File: src/rtl/led_blink_pkg.sv
package led_blink_pkg;
  localparam int STATE_W = 3;
  localparam int LED_W   = 6;

  localparam logic [STATE_W-1:0] ST_ALL_ON = 3'd0;
  localparam logic [STATE_W-1:0] ST_BLINK  = 3'd1;
  localparam logic [STATE_W-1:0] ST_PAIR   = 3'd2;
  localparam logic [STATE_W-1:0] ST_QUAD   = 3'd3;

  localparam logic [LED_W-1:0] PAT_ALL_ON = 6'b111111;
  localparam logic [LED_W-1:0] PAT_BLINK  = 6'b010100;
  localparam logic [LED_W-1:0] PAT_PAIR   = 6'b100010;
  localparam logic [LED_W-1:0] PAT_QUAD   = 6'b110110;
  localparam logic [LED_W-1:0] PAT_DARK   = 6'b000000;

  typedef enum logic {PH_LOW = 1'b0, PH_HIGH = 1'b1} phase_e;
endpackage

File: src/rtl/blink_rst_sync.sv
module blink_rst_sync (
  input  logic clk,
  input  logic rst_n,
  output logic rst_sync_n
);
  logic meta_q;
  logic hold_q;

  always_ff @(posedge clk or negedge rst_n) begin
    if (!rst_n) begin
      meta_q <= 1'b0;
      hold_q <= 1'b0;
    end else begin
      meta_q <= 1'b1;
      hold_q <= meta_q;
    end
  end

  assign rst_sync_n = hold_q;
endmodule

File: src/rtl/blink_phase_timer.sv
module blink_phase_timer
  import led_blink_pkg::*;
#(
  parameter int HIGH_MAX = 7,
  parameter int LOW_MAX  = 7
) (
  input  logic   clk,
  input  logic   rst_n,
  input  logic   active,
  input  logic   clear,
  output phase_e phase
);
  localparam int MAX_LIM = (HIGH_MAX > LOW_MAX) ? HIGH_MAX : LOW_MAX;
  localparam int CNT_W   = (MAX_LIM < 1) ? 1 : $clog2(MAX_LIM + 1);
  localparam logic [CNT_W-1:0] HI_LIM = CNT_W'(HIGH_MAX);
  localparam logic [CNT_W-1:0] LO_LIM = CNT_W'(LOW_MAX);

  logic [CNT_W-1:0] cnt_q, cnt_d;
  phase_e           phase_q, phase_d;
  logic             cnt_en;
  logic [CNT_W-1:0] lim;
  logic             at_lim;

  assign lim    = (phase_q == PH_HIGH) ? HI_LIM : LO_LIM;
  assign at_lim = (cnt_q == lim);
  assign cnt_en = active | clear;

  always_comb begin
    cnt_d   = cnt_q;
    phase_d = phase_q;
    if (clear) begin
      cnt_d   = '0;
      phase_d = PH_LOW;
    end else if (active) begin
      if (at_lim) begin
        cnt_d   = '0;
        phase_d = (phase_q == PH_HIGH) ? PH_LOW : PH_HIGH;
      end else begin
        cnt_d = cnt_q + CNT_W'(1);
      end
    end
  end

  always_ff @(posedge clk or negedge rst_n) begin
    if (!rst_n) begin
      cnt_q   <= '0;
      phase_q <= PH_LOW;
    end else if (cnt_en) begin
      cnt_q   <= cnt_d;
      phase_q <= phase_d;
    end
  end

  assign phase = phase_q;

  p_cnt_in_range_r4: assert property (@(posedge clk) disable iff (!rst_n)
    cnt_q <= lim);

  p_wrap_toggles_r4: assert property (@(posedge clk) disable iff (!rst_n)
    (active && !clear && at_lim) |=> (cnt_q == '0) && (phase_q != $past(phase_q)));

  p_exit_clears_r5: assert property (@(posedge clk) disable iff (!rst_n)
    clear |=> (cnt_q == '0) && (phase_q == PH_LOW));

  p_hold_idle_r7: assert property (@(posedge clk) disable iff (!rst_n)
    (!active && !clear) |=> $stable(cnt_q) && $stable(phase_q));
endmodule

File: src/rtl/led_pattern_decode.sv
module led_pattern_decode
  import led_blink_pkg::*;
#(
  parameter logic [LED_W-1:0] LED_ALT = 6'b001000
) (
  input  logic [STATE_W-1:0] fsm_state,
  input  phase_e             phase,
  output logic [LED_W-1:0]   led
);
  always_comb begin
    unique case (fsm_state)
      ST_ALL_ON: led = PAT_ALL_ON;
      ST_BLINK:  led = (phase == PH_HIGH) ? PAT_BLINK : LED_ALT;
      ST_PAIR:   led = PAT_PAIR;
      ST_QUAD:   led = PAT_QUAD;
      default:   led = PAT_DARK;
    endcase
  end
endmodule

File: src/rtl/led_blink_gen.sv
module led_blink_gen
  import led_blink_pkg::*;
#(
  parameter int               CLK_HZ   = 125_000_000,
  parameter int               HIGH_PCT = 50,
  parameter logic [5:0]       LED_ALT  = 6'b001000
) (
  input  logic       clk,
  input  logic       rst_n,
  input  logic [2:0] fsm_state,
  input  logic [1:0] btn,
  output logic [5:0] led
);
  localparam longint HIGH_CYC = (longint'(CLK_HZ) * longint'(HIGH_PCT)) / 100;
  localparam longint LOW_CYC  = longint'(CLK_HZ) - HIGH_CYC;
  localparam int     HIGH_MAX = int'(HIGH_CYC) - 1;
  localparam int     LOW_MAX  = int'(LOW_CYC) - 1;

  logic   rst_sync_n;
  logic   in_blink;
  logic   exit_press;
  phase_e phase;

  assign in_blink   = (fsm_state == ST_BLINK);
  assign exit_press = in_blink && (btn == 2'b01 || btn == 2'b10);

  blink_rst_sync u_rst_sync (
    .clk        (clk),
    .rst_n      (rst_n),
    .rst_sync_n (rst_sync_n)
  );

  blink_phase_timer #(
    .HIGH_MAX (HIGH_MAX),
    .LOW_MAX  (LOW_MAX)
  ) u_timer (
    .clk    (clk),
    .rst_n  (rst_sync_n),
    .active (in_blink),
    .clear  (exit_press),
    .phase  (phase)
  );

  led_pattern_decode #(
    .LED_ALT (LED_ALT)
  ) u_decode (
    .fsm_state (fsm_state),
    .phase     (phase),
    .led       (led)
  );

  p_phase_frozen_outside_r7: assert property (@(posedge clk) disable iff (!rst_sync_n)
    !in_blink |=> $stable(phase));

  p_blink_pair_only_r3: assert property (@(posedge clk) disable iff (!rst_sync_n)
    in_blink |-> (led == PAT_BLINK || led == LED_ALT));
endmodule

File: config.mk
export PLATFORM = sky130hd
export DESIGN_NAME = led_blink_gen
export DESIGN_NICKNAME = d
export VERILOG_FILES = /design/src/rtl/led_blink_pkg.sv /design/src/rtl/blink_rst_sync.sv /design/src/rtl/blink_phase_timer.sv /design/src/rtl/led_pattern_decode.sv /design/src/rtl/led_blink_gen.sv
export SDC_FILE = /design/constraint.sdc
export NUM_CORES = 1
export LEC_CHECK = 0
export BUFFER_PORTS_ARGS = -buffer_cell sky130_fd_sc_hd__buf_4
export CAP_MARGIN = 5
export CORE_MARGIN = 2
export CORE_UTILIZATION = 35
export DETAILED_ROUTE_END_ITERATION = 8
export PLACE_DENSITY = 0.47
export SLEW_MARGIN = 20
export SYNTH_ARGS = -nofsm -noshare
export SYNTH_HDL_FRONTEND = slang
export SYNTH_SLANG_ARGS = --single-unit
File: constraint.sdc
create_clock -name clk -period 1.7 [get_ports clk]
set_input_delay 0.51 -clock clk [delete_from_list [all_inputs] [get_ports clk]]
set_output_delay 0.51 -clock clk [all_outputs]
set_load 0.1 [all_outputs]
Yosys cells after proc, flatten, opt, wreduce, memory -nomap -nowiden:

Index checks and enable logic that the tools add are counted.

* add/sub/neg operators: 1
* multiply operators: 0
* div/mod/pow operators: 0
* magnitude comparators: 0
* equal/unequal tests: 6
* shifts and indexed selects: 0
* mux-type cells: 9
* bitwise gates (word level): 1
* reduce and logical (&&, ||, !) cells: 7

Operator list (count)
* $mux 26: 3
* $add 26x1->26 const B: 1
* $eq 26x26->1 const B: 1
* $pmux 6 s4: 1
* $eq 3x2->1 const B: 2
* $mux 5: 1
* $mux 1: 4
* $reduce_bool 2->1: 2
* $eq 3x1->1 const B: 1
* $logic_not 3->1: 1
* $reduce_and 3->1: 1
* $eq 2x1->1 const B: 1
* $eq 2x2->1 const B: 1
* $reduce_and 2->1: 1
* $logic_and 1x1->1: 1
* $logic_or 1x1->1: 1
* $or 1x1->1: 1

* flip-flop bits (word level): 29
* latch bits: 0
* bits in writable memories: 0
* memory bits (read-only): 0
* input port bits: 7
* output and inout port bits: 6
* logic and storage cells: 28
* memories kept: 0

Depth between registers and ports, before layout:

Gate-level depths: netlist of run 1.

* depth in word-level cells: 5
* gate-level depth with buffers: 7
* depth with buffers taken out: 6

By module:

From an unflattened synthesis of run 1, not the netlist that was laid out.

* cell total of the unflattened synthesis: 184
* area total of the unflattened synthesis: 1752.9 um^2

By module, submodules not included
* blink_phase_timer: times used 1, cells an instance 169, area an instance 1616.6 um^2, seq. area each 675.6 um^2
* led_pattern_decode: times used 1, cells an instance 9, area an instance 55.1 um^2, seq. area each 0.0 um^2
* blink_rst_sync: times used 1, cells an instance 3, area an instance 53.8 um^2, seq. area each 50.0 um^2
* led_blink_gen: times used 1, cells an instance 3, area an instance 27.5 um^2, seq. area each 0.0 um^2

Worst setup path after synthesis of run 1:

No wires, ideal clock.

* path kind: input -> output
* start: input fsm_state[0]
* end: output led[4]
* data arrival time: 3.306 ns
* required time: 1.190 ns
* slack: -2.116 ns
* stages: 3
* path buffers: 1
* cell sequence: nor3b_1 -> nor3_1 -> buf_4

* word-level cells in the longest chain between the ends: 2
* elaborated cells on any way between the ends: 5
* classes of those cells: 3 x eq/ne; 1 x mux; 1 x reduce/logical

RTL lines
* start: declaration: RTL line led_blink_gen.sv:10 `input logic [2:0] fsm_state,`
* $eq 3x2->1, or another cell as far along: RTL line led_pattern_decode.sv:11 `unique case (fsm_state)`
* $pmux 6 s4 *: RTL line led_pattern_decode.sv:11
* end: declaration: RTL line led_blink_gen.sv:12 `output logic [5:0] led`

Every way passes the cells marked *; elsewhere a longest branch is shown, timed or not.

Worst setup path in the final report of run 1:

* start: register u_timer.cnt_q[14]
* end: register u_timer.cnt_q[24]

* word-level cells in the longest chain between the ends: 4
* elaborated cells on any way between the ends: 5
* classes of those cells: 1 x add/sub; 1 x eq/ne; 3 x mux

RTL lines
* start: declaration: RTL line blink_phase_timer.sv:18 `logic [CNT_W-1:0] cnt_q, cnt_d;`
* start signal: assignment: RTL line blink_phase_timer.sv:49 `cnt_q <= cnt_d;`
* $add 26x1->26 / $eq 26x26->1 (equally long branches): RTL line blink_phase_timer.sv:39, blink_phase_timer.sv:25
* $mux 26 *: RTL line blink_phase_timer.sv:35 `if (at_lim) begin`
* $mux 26 *: RTL line blink_phase_timer.sv:34 `end else if (active) begin`
* $mux 26 *: RTL line blink_phase_timer.sv:31 `if (clear) begin`

Every way passes the cells marked *; elsewhere a longest branch is shown, timed or not. The select of a mux whose other input is x is not followed.
A chain may end at the register's enable or synchronous reset.

==> metrics.txt, run 1 <==
global-route wire length before repair 8.74 mm; fin crit share 110%; Seq cells post-synth 29; FFs w/ async S/R, synth 100%; DR pass1 iterations 4; Num CTS Buffers 5; count of final hold-check violations 0; Remaining DRCs 0; fillcell total 443; Synth Cell Area 0.00173 mm²; CTS clk-pin slew, worst paths 70 ps; grt total ovfl 0; RSZ-0062 raised after global routing true; Longest Clk Path Bufs 2; I/O pin count 13; Clock Latency Late Sink 280 ps; Crit. End Element flop; Core Util, Final 60.1%; clock root buffer clkbuf_8; total track usage 20.9%; DR vias 1735; Placeable Area 0.00475 mm²; crit-path max FO 4; Syn Inst Count 190; NetSw 0.506 mW; fmax 535 MHz; global placer's final weighted congestion 0.833; vias in the first global route 1850; DP Wirelength 3.55 mm; P&R area growth vs syn 65.1%; worst vdd ir 434 µV; Setup Skew 6.00 ps; Synth top area share 41.9%; Power Dens Cells 621 mW/mm²; PnR worst setup slack -170 ps; switch share 28.5%; max-cap violations 0; Routed WL per cell 14.6 µm; sequential share of power 41.5%; PnR Total Power 1.77 mW; Post-layout nets 281; CP startpoint kind flop; part of the Yosys area used for sequential elements 41.9%; synthesized area per cell 9.11 µm²; Net Count, Synth 198; Distinct cells, synth 45; vias per inst 5.09; setup violators final 24; crit path cell chain buf_6 > nand4_1 > or4_4 > or3_1 > a21oi_2 > o21ai_1; Gate power share 22.7%; Post-synth EDFFs 0; CTS HTree Levels 2; main area contributors after synthesis dfrtp_1, mux2i_1, nand3_1; share of cells above drive strength 1 46.0%; row count 25; Port Buffer Count 12; Multi-input gate area 0.00112 mm²; die area 0.00552 mm²; Post-DRT Antenna Nets 0; largest net degree at the start of global routing 28; Synth area leader dfrtp_1; Syn. warnings 0; clock network power share 35.8%; worst min path class reg2async; Initial Util 36.4%; TritonCTS sink count 29; WP data arrival 2040 ps; status complete, but fails checks; post-route minimum period 1870 ps; Die Wd 74.3 µm; most used flip-flop cell after synthesis dfrtp_1; Slew Limit Fails 0; P_int 1.27 mW; initial antenna violation count 0; CTS tree built; Leak 1.29 nW; Die Y 74.3 µm; failing checks setup timing; crit path kind reg2reg; Critical Path RT 1870 ps; slowest cell on the critical path or4_4; register area 728 µm²; DRT iter0 DRCs 96; Ant. Diodes 0; critical path's largest stage delay 600 ps; Post-Route WL 4.97 mm
==> flip-flops by register name, indices dropped and copies added, names as in the netlist <==
name,cells
u_timer.cnt_q,26
u_rst_sync.meta_q,1
u_rst_sync.rst_sync_n,1
u_timer.phase,1
==> synth_stat cells (2+ instances only) <==
cell type,number
nor3b_1,3
and3_1,6
a22o_1,7
clkbuf_1,3
buf_2,2
xor2_1,5
mux2i_1,8
nor3_1,6
inv_1,6
nand4_1,11
a21o_1,6
or3_1,2
nor2_1,18
a21oi_1,11
buf_4,3
nand3_1,15
o31ai_1,2
o21ai_1,5
and4_1,2
nand2_1,16
dfrtp_1,29
==> placed cells by master, fill, tap and decap left out, drive strengths merged, types with 2 or more instances in the layout <==
master   n
buf     84
dfrtp   29
nor2    18
nand2   16
nand3   15
nand4   12
a21oi   12
mux2i    8
a22o     7
clkbuf   7
a21o     6
and3     6
inv      6
o21ai    6
nor3     6
xor2     5
nor3b    3
nor4     3
or3      2
and4     2
or2      2
o31ai    2
==> cell families after synthesis <==
family	after synthesis	share of synthesized area, %
and+or+nand+nor	93	30.7
AOI/OAI and AO/OA	38	15.2
DFF	29	41.9
buffers and inverters	15	4.05
muxes	8	4.63
xor gates and xnor gates	5	2.53
adders and majority gates	1	0.723
other	1	0.217
==> final timing paths <==
| path | startpoint | to | slack [ps] | cells after the start |
|---|---|---|---|---|
| min | u_rst_sync.rst_sync_n$_DFF_PN0_ | u_timer.cnt_q[5]$_DFFE_PN0P_ | 230 | 1 |
| min reg2reg | u_rst_sync.rst_sync_n$_DFF_PN0_ | u_timer.cnt_q[5]$_DFFE_PN0P_ | 230 | 1 |
| max reg2reg | u_timer.cnt_q[14]$_DFFE_PN0P_ | u_timer.cnt_q[24]$_DFFE_PN0P_ | -170 | 6 |
| min in group clk | u_rst_sync.meta_q$_DFF_PN0_ | u_rst_sync.rst_sync_n$_DFF_PN0_ | 360 | 0 |
| max in group asynchronous | rst_n | u_rst_sync.meta_q$_DFF_PN0_ | 1060 | 2 |
| max | u_timer.cnt_q[14]$_DFFE_PN0P_ | u_timer.cnt_q[24]$_DFFE_PN0P_ | -170 | 6 |
==> worst max-delay path, delay by kind of cell (launching register included) <==
kind	cells	cell delay, ps
simple gates	3	1060
compound gates	2	210
flops	1	390
buf+inv	1	110
==> routing by layer <==
metal  wire length (µm)  global-route usage [%]  vias up  part of all wire (%)
met5                  0                       0        -                     0
met4                 34                    6.15        0                  0.68
met3                149                    3.66        4                   3.0
met2               2420                    36.0       36                    49
met1               2370                    26.9      828                    48
li1                   -                       -      867                     -
==> what timing repair did <==
action | 4_1_cts | 5_1_grt
pin swaps | 8 | 4
hold endpoints to repair | 2 | 0
setup buffers | 10 | 2
hold buffers | 1 | 0
resized for setup | 36 | 12
endpoints found under the setup margin | 33 | 31
==> metrics by stage <==
step / TNS, ps / setup WS, ps / cells / hold slack [ps] / instance area, µm²
2_1_floorplan: -2680 / -597 / 190 / 214 / 1900
3_3_place_gp: -7610 / -399 / 320 / 254 / 2450
3_5_place_dp: -8940 / -526 / 320 / 260 / 2450
4_1_cts: -2180 / -155 / 339 / 263 / 2790
5_1_grt: -4590 / -232 / 341 / 297 / 2860
6_report: -2330 / -170 / 341 / 234 / 2860
==> power by group through the flow <==
stage / Combinational (mW) / Sequential, mW / Clock, mW
floorplan: 0.181 / 0.770 / 0
global placement: 0.320 / 0.747 / 0
detailed placement: 0.323 / 0.749 / 0
CTS: 0.388 / 0.735 / 0.657
global route: 0.436 / 0.739 / 0.680
finish: 0.403 / 0.736 / 0.635
==> layout make-up <==
| cell class | count | share of cell area (%) |
|---|---|---|
| multi-input combinational | 146 | 39.4 |
| timing repair buffer | 85 | 27.7 |
| sequential | 29 | 25.5 |
| clock buffer | 7 | 3.37 |
| tap | 67 | 2.93 |
| inverter | 6 | 0.964 |
| clock inverter | 1 | 0.175 |
(Power assumes the default switching activity.)
==> run 2: changes to the inputs <==
- SETUP_SLACK_MARGIN: unset -> 0.05
==> run 2 against run 1 <==
The flow still finishes with violations (setup timing). Sequential share of layout area decreased by 0.81 points. Die area unchanged. Routed wire length grew 3.5%. Total power up 3.8%.
==> metrics.txt, run 2 (synthesis gave the netlist of run 1 again) <==
status complete, but fails checks (unchanged); failing checks setup timing (unchanged); Core Util, Final 62.2% (was 60.1%); PnR Total Power 1.84 mW (was 1.77 mW); PnR worst setup slack -146 ps (was -170 ps); register area 729 µm² (was 728 µm²); DP Wirelength 3.42 mm (was 3.55 mm); Leak 1.29 nW (about the same); crit path kind reg2reg (unchanged); max FFs per register 26 (unchanged); Clock Latency Late Sink 290 ps (was 280 ps); worst min path class reg2async (unchanged); largest net degree at the start of global routing 28 (unchanged); count of final hold-check violations 0 (unchanged); post-route cell area 0.00296 mm² (was 0.00286 mm²); cell total after placement 313 (was 320); vias per inst 5.20 (was 5.09); Multi-input gate area 0.00117 mm² (was 0.00112 mm²); Post-Route WL 5.14 mm (was 4.97 mm); Remaining DRCs 0 (unchanged); share of cells above drive strength 1 49.1% (was 46.0%); Placement Setup Slack -265 ps (was -526 ps); RSZ-0062 raised after global routing true (unchanged); CTS tree built (unchanged); CTS HTree Levels 2 (unchanged); max-cap violations 0 (unchanged); fillcell total 400 (was 443); TNS Setup -1290 ps (was -2330 ps); grt total ovfl 0 (unchanged); Biggest register u_timer.cnt_q (unchanged); DR pass1 iterations 4 (unchanged); fmax 542 MHz (was 535 MHz); DRT iter0 DRCs 92 (was 96); r2r startpoint u_timer.cnt_q[14]$_DFFE_PN0P_ (unchanged); CP startpoint kind flop (unchanged); Longest Clk Path Bufs 2 (unchanged); Die Y 74.3 µm (unchanged); global-route wire length before repair 8.47 mm (was 8.74 mm); RR Endpoint u_timer.cnt_q[24]$_DFFE_PN0P_ (unchanged); Post-layout nets 278 (was 281); Post-DRT Antenna Nets 0 (unchanged); WP data arrival 2020 ps (was 2040 ps); setup violators final 25 (was 24); Setup Skew 5.48 ps (was 6.00 ps); crit-path max FO 4 (unchanged); initial antenna violation count 0 (unchanged); Die Wd 74.3 µm (unchanged); row count 25 (unchanged); I/O pin count 13 (unchanged); Final Non-Filler Cells 338 (was 341); Routed WL per cell 15.2 µm (was 14.6 µm); Crit. End Element flop (unchanged); Port Buffer Count 12 (unchanged); r2r setup slk -150 ps (was -170 ps); Critical Path RT 1870 ps (about the same); clock root buffer clkbuf_8 (unchanged); Slew Limit Fails 0 (unchanged); FF-to-FF path depth 6 (unchanged); Post-DP Area 0.00241 mm² (was 0.00245 mm²); worst vdd ir 568 µV (was 434 µV); Power Dens Cells 623 mW/mm² (was 621 mW/mm²); Ant. Diodes 0 (unchanged); Hold WS 247 ps (was 234 ps); total track usage 21.0% (was 20.9%); TritonCTS sink count 29 (unchanged); global placer's final weighted congestion 0.812 (was 0.833); P&R area growth vs syn 70.8% (was 65.1%); Initial Util 36.4% (unchanged); DR vias 1759 (was 1735); post-route minimum period 1850 ps (was 1870 ps); commonest non-fill, non-tap cell in the layout buf_4 (unchanged); fin crit share 109% (was 110%); CTS clk-pin slew, worst paths 70 ps (about the same); Placeable Area 0.00475 mm² (unchanged); commonest cells after routing, fill and taps aside buf_4, dfrtp_1, nor2_1, buf_6, nand2_1 (was buf_4, dfrtp_1, nor2_1); Num CTS Buffers 5 (unchanged); die area 0.00552 mm² (unchanged); vias in the first global route 1767 (was 1850)
-- run 2: worst max-delay path by stage --
stage                                       start                            end  slack [ps]  cells past startpoint
floorplan                            fsm_state[0]                         led[4]        -600                      3
global placement                     fsm_state[2]  u_timer.cnt_q[25]$_DFFE_PN0P_        -240                      6
detailed placement                   fsm_state[2]  u_timer.cnt_q[25]$_DFFE_PN0P_        -270                      6
CTS                                  fsm_state[1]                         led[4]        -110                      6
global route        u_timer.cnt_q[14]$_DFFE_PN0P_  u_timer.cnt_q[24]$_DFFE_PN0P_        -250                      6
finish              u_timer.cnt_q[14]$_DFFE_PN0P_  u_timer.cnt_q[24]$_DFFE_PN0P_        -150                      6
-- run 2: per-layer routing --
layer  GRT usage, %  share of wire (%)
met2           35.7                 51
met3           4.20                3.0
met4           9.92                2.6
met5              0                  0
met1           25.7                 43
-- run 2: worst max-delay path, cell delays in order, from the launching register on --
cell and delay [ps]:
dfrtp_1 390, buf_6 110, nand4_1 110, or4_4 600, or3_1 320, a21oi_1 130
o21ai_1 70
-- run 2: final cells by class --
type	count	area share [%]
sequential	29	24.7
inverter	6	0.931
tap	67	2.84
timing repair buffer	82	28.5
clock buffer	7	3.26
clock inverter	1	0.169
multi-input combinational	146	39.6
-- run 2: what timing repair did --
action / 4_1_cts / 5_1_grt
pin swaps: 10 / 11
hold buffers: 1 / 0
cloned: 1 / 1
buffers inserted: 9 / 7
endpoints found under the hold margin: 2 / 0
gates resized for setup: 60 / 12
endpoints found under the setup margin: 32 / 33
-- run 2: report_power, final --
| part | leakage [nW] | switching, mW | internal (mW) |
|---|---|---|---|
| logic | 0.844 | 0.231 | 0.223 |
| clock network | 0.0542 | 0.277 | 0.365 |
| registers | 0.389 | 0.0281 | 0.716 |
==> run 3: changes to the inputs <==
- ABC_AREA: unset -> 1
- BUFFER_PORTS_ARGS: -buffer_cell sky130_fd_sc_hd__buf_4 -> -buffer_cell sky130_fd_sc_hd__clkbuf_2
==> run 3 against run 2 <==
The flow still finishes with violations (setup timing). Die area increased by 7.2%. Largest cell class unchanged. Highest routed layer unchanged. Via count decreased by 3.9%. Total power increased by 20%. Critical endpoint is now led[2]. Area after synthesis increased by 7.6%. Clock skew decreased by 2.0 ps.
==> metrics.txt, run 3 <==
Critical Path RT 1190 ps (was 1870 ps); Clock Latency Late Sink 280 ps (was 290 ps); worst vdd ir 446 µV (was 568 µV); Core Util, Final 48.1% (was 62.2%); WP data arrival 1300 ps (was 2020 ps); FFs w/ async S/R, synth 100% (unchanged); Synth area leader dfrtp_1 (unchanged); DP Wirelength 3.42 mm (about the same); max FFs per register 26 (unchanged); post-route minimum period 1810 ps (was 1850 ps); P_int 1.47 mW (was 1.30 mW); CTS clk-pin slew, worst paths 60 ps (was 70 ps); Distinct cells, synth 25 (was 45); Met2 Routed Length 1.97 mm (was 2.64 mm); max-cap violations 0 (unchanged); Crit. End Element output pin (was flop); Seq cells post-synth 29 (unchanged); Slew Limit Fails 0 (unchanged); count of final hold-check violations 0 (unchanged); Syn. warnings 0 (unchanged); commonest cells after routing, fill and taps aside nand2_1, nor2_1, inv_1 (was buf_4, dfrtp_1, nor2_1, buf_6, nand2_1); I/O pin count 13 (unchanged); Post-DP Area 0.00227 mm² (was 0.00241 mm²); Routed WL per cell 11.9 µm (was 15.2 µm); row count 26 (was 25); die area 0.00592 mm² (was 0.00552 mm²); CTS tree built (unchanged); largest net degree at the start of global routing 21 (was 28); Ant. Diodes 0 (unchanged); area share of fa/ha/maj cells after synthesis 0.672% (was 0.723%); CP startpoint kind input port (was flop); global placer's final weighted congestion 0.844 (was 0.812); fin crit share 106% (was 109%); Critical Path Start fsm_state[1] (was u_timer.cnt_q[14]$_DFFE_PN0P_); Synth Cell Area 0.00186 mm² (was 0.00173 mm²); Longest Clk Path Bufs 2 (unchanged); sequential share of power 42.4% (was 40.4%); worst min path class reg2async (unchanged); vias in the first global route 1707 (was 1767); commonest non-fill, non-tap cell in the layout nand2_1 (was buf_4); part of the Yosys area used for sequential elements 39.0% (was 41.9%); Setup Skew 3.50 ps (was 5.48 ps); P&R area growth vs syn 31.9% (was 70.8%); Post-layout nets 319 (was 278); fmax 552 MHz (was 542 MHz); Remaining DRCs 0 (unchanged); TritonCTS sink count 29 (unchanged); status complete, but fails checks (unchanged); Post-DRT Antenna Nets 0 (unchanged); vias per inst 4.44 (was 5.20); FF-to-FF path depth 9 (was 6); PnR worst setup slack -110 ps (was -146 ps); clock network power share 31.4% (was 34.9%); total track usage 17.4% (was 21.0%); Synth Area in Simple Gates 41.6% (was 30.7%); Die Y 76.9 µm (was 74.3 µm); global-route wire length before repair 8.02 mm (was 8.47 mm); grt total ovfl 0 (unchanged); post-route cell area 0.00246 mm² (was 0.00296 mm²); Post-synth top cells nand2_1, nor2_1, inv_1 (was dfrtp_1, nor2_1, nand2_1); Post-Route WL 4.54 mm (was 5.14 mm); Leak 1.21 nW (was 1.29 nW); Initial Util 36.5% (was 36.4%); Die Wd 76.9 µm (was 74.3 µm); WL met1 2.32 mm (was 2.22 mm); DRT iter0 DRCs 71 (was 92); post-synthesis xor/xnor area fraction 5.65% (was 2.53%); RSZ-0062 raised after global routing true (unchanged); highest metal used met4 (unchanged); clock root buffer clkbuf_8 (unchanged); DR vias 1691 (was 1759); most used flip-flop cell after synthesis dfrtp_1 (unchanged); Syn Inst Count 271 (was 190); Post-synth EDFFs 0 (unchanged); crit-path max FO 5 (was 4); Biggest register u_timer.cnt_q (unchanged); Placeable Area 0.00511 mm² (was 0.00475 mm²); share of cells above drive strength 1 21.9% (was 49.1%); TNS Setup -397 ps (was -1290 ps); failing checks setup timing (unchanged); r2r startpoint u_timer.cnt_q[1]$_DFFE_PN0P_ (was u_timer.cnt_q[14]$_DFFE_PN0P_); crit path kind in2out (was reg2reg); Num CTS Buffers 5 (unchanged); met3 WL 207 µm (was 154 µm); setup violators final 5 (was 25); count leader, synth nand2_1 (was dfrtp_1); switch share 33.8% (was 29.1%); synthesized area per cell 6.87 µm² (was 9.11 µm²); main area contributors after synthesis dfrtp_1, nand2_1, nor2_1 (was dfrtp_1, mux2i_1, nand3_1); CTS HTree Levels 2 (unchanged); compound-cell area share of the yosys netlist 2.49% (was 15.2%); Synth top area share 39.0% (was 41.9%); largest family of logic cells by synthesized area simple AND/OR/NAND/NOR gates (unchanged); NetSw 0.749 mW (was 0.536 mW); Power Dens Cells 902 mW/mm² (was 623 mW/mm²); Gate power share 26.2% (was 24.7%); DR pass1 iterations 4 (unchanged); initial antenna violation count 0 (unchanged); Net Count, Synth 279 (was 198); mux contribution to synthesized area 0% (was 4.63%); Port Buffer Count 12 (unchanged)
==> run 3: cell families after synthesis <==
| logic type | Yosys count |
|---|---|
| compound gates | 9 |
| xor+xnor | 12 |
| fa+ha+maj | 1 |
| buf+inv | 45 |
| flops | 29 |
| other cells | 1 |
| simple gates | 174 |
==> run 3: cell type report <==
cell class / count / area [µm²]
multi-input cells: 197 / 1010
clock inverters: 2 / 35.0
flip-flops and latches: 29 / 727
inverters: 41 / 174
well taps: 70 / 87.6
repair buffers: 37 / 354
fillers: 527 / 2650
clock buffers: 5 / 68.8
==> run 3: layer usage <==
| layer | track usage [%] | up-vias |
|---|---|---|
| li1 | - | 912 |
| met1 | 23.7 | 743 |
| met2 | 26.7 | 32 |
| met3 | 5.18 | 4 |
| met4 | 4.91 | 0 |
| met5 | 0 | - |
==> run 3: path summary, 6_finish.rpt <==
kind,end,slack [ps]
max reg2reg,u_timer.cnt_q[22]$_DFFE_PN0P_,210
min in group clk,u_rst_sync.rst_sync_n$_DFF_PN0_,350
min reg2reg,u_timer.cnt_q[0]$_DFFE_PN0P_,120
max,led[2],-110
min,u_timer.cnt_q[0]$_DFFE_PN0P_,120
max in group asynchronous,u_timer.cnt_q[12]$_DFFE_PN0P_,980
==> run 3: worst max-delay path, cell delays in order <==
cell and delay [ps]:
buf_8 100, clkinvlp_4 90, buf_4 110, o21ai_2 60, a31oi_4 220, buf_12 210
==> run 3: per-stage QoR <==
step	hold WS, ps	std cells	power, mW	setup slack (ps)
3_3_place_gp	129	370	1.51	-167
4_1_cts	140	380	2.23	-143
5_1_grt	153	381	2.38	-154
2_1_floorplan	214	271	1.33	-611
6_report	121	381	2.22	-110
3_5_place_dp	135	370	1.51	-176
==> run 3: power by group through the flow <==
stage | Combinational, mW | Sequential (mW) | Clock (mW)
finish | 0.581 | 0.940 | 0.695
global route | 0.663 | 0.960 | 0.753
CTS | 0.576 | 0.937 | 0.718
detailed placement | 0.566 | 0.948 | 0
global placement | 0.564 | 0.950 | 0
floorplan | 0.403 | 0.931 | 0
==> run 3: what timing repair did <==
item / in CTS / in global routing
buffers inserted: 2 / 2
pin swaps: 2 / 2
setup endpoints to repair: 6 / 25
hold buffers: 1 / 0
hold endpoints to repair: 2 / 0
gates resized for setup: 2 / 12
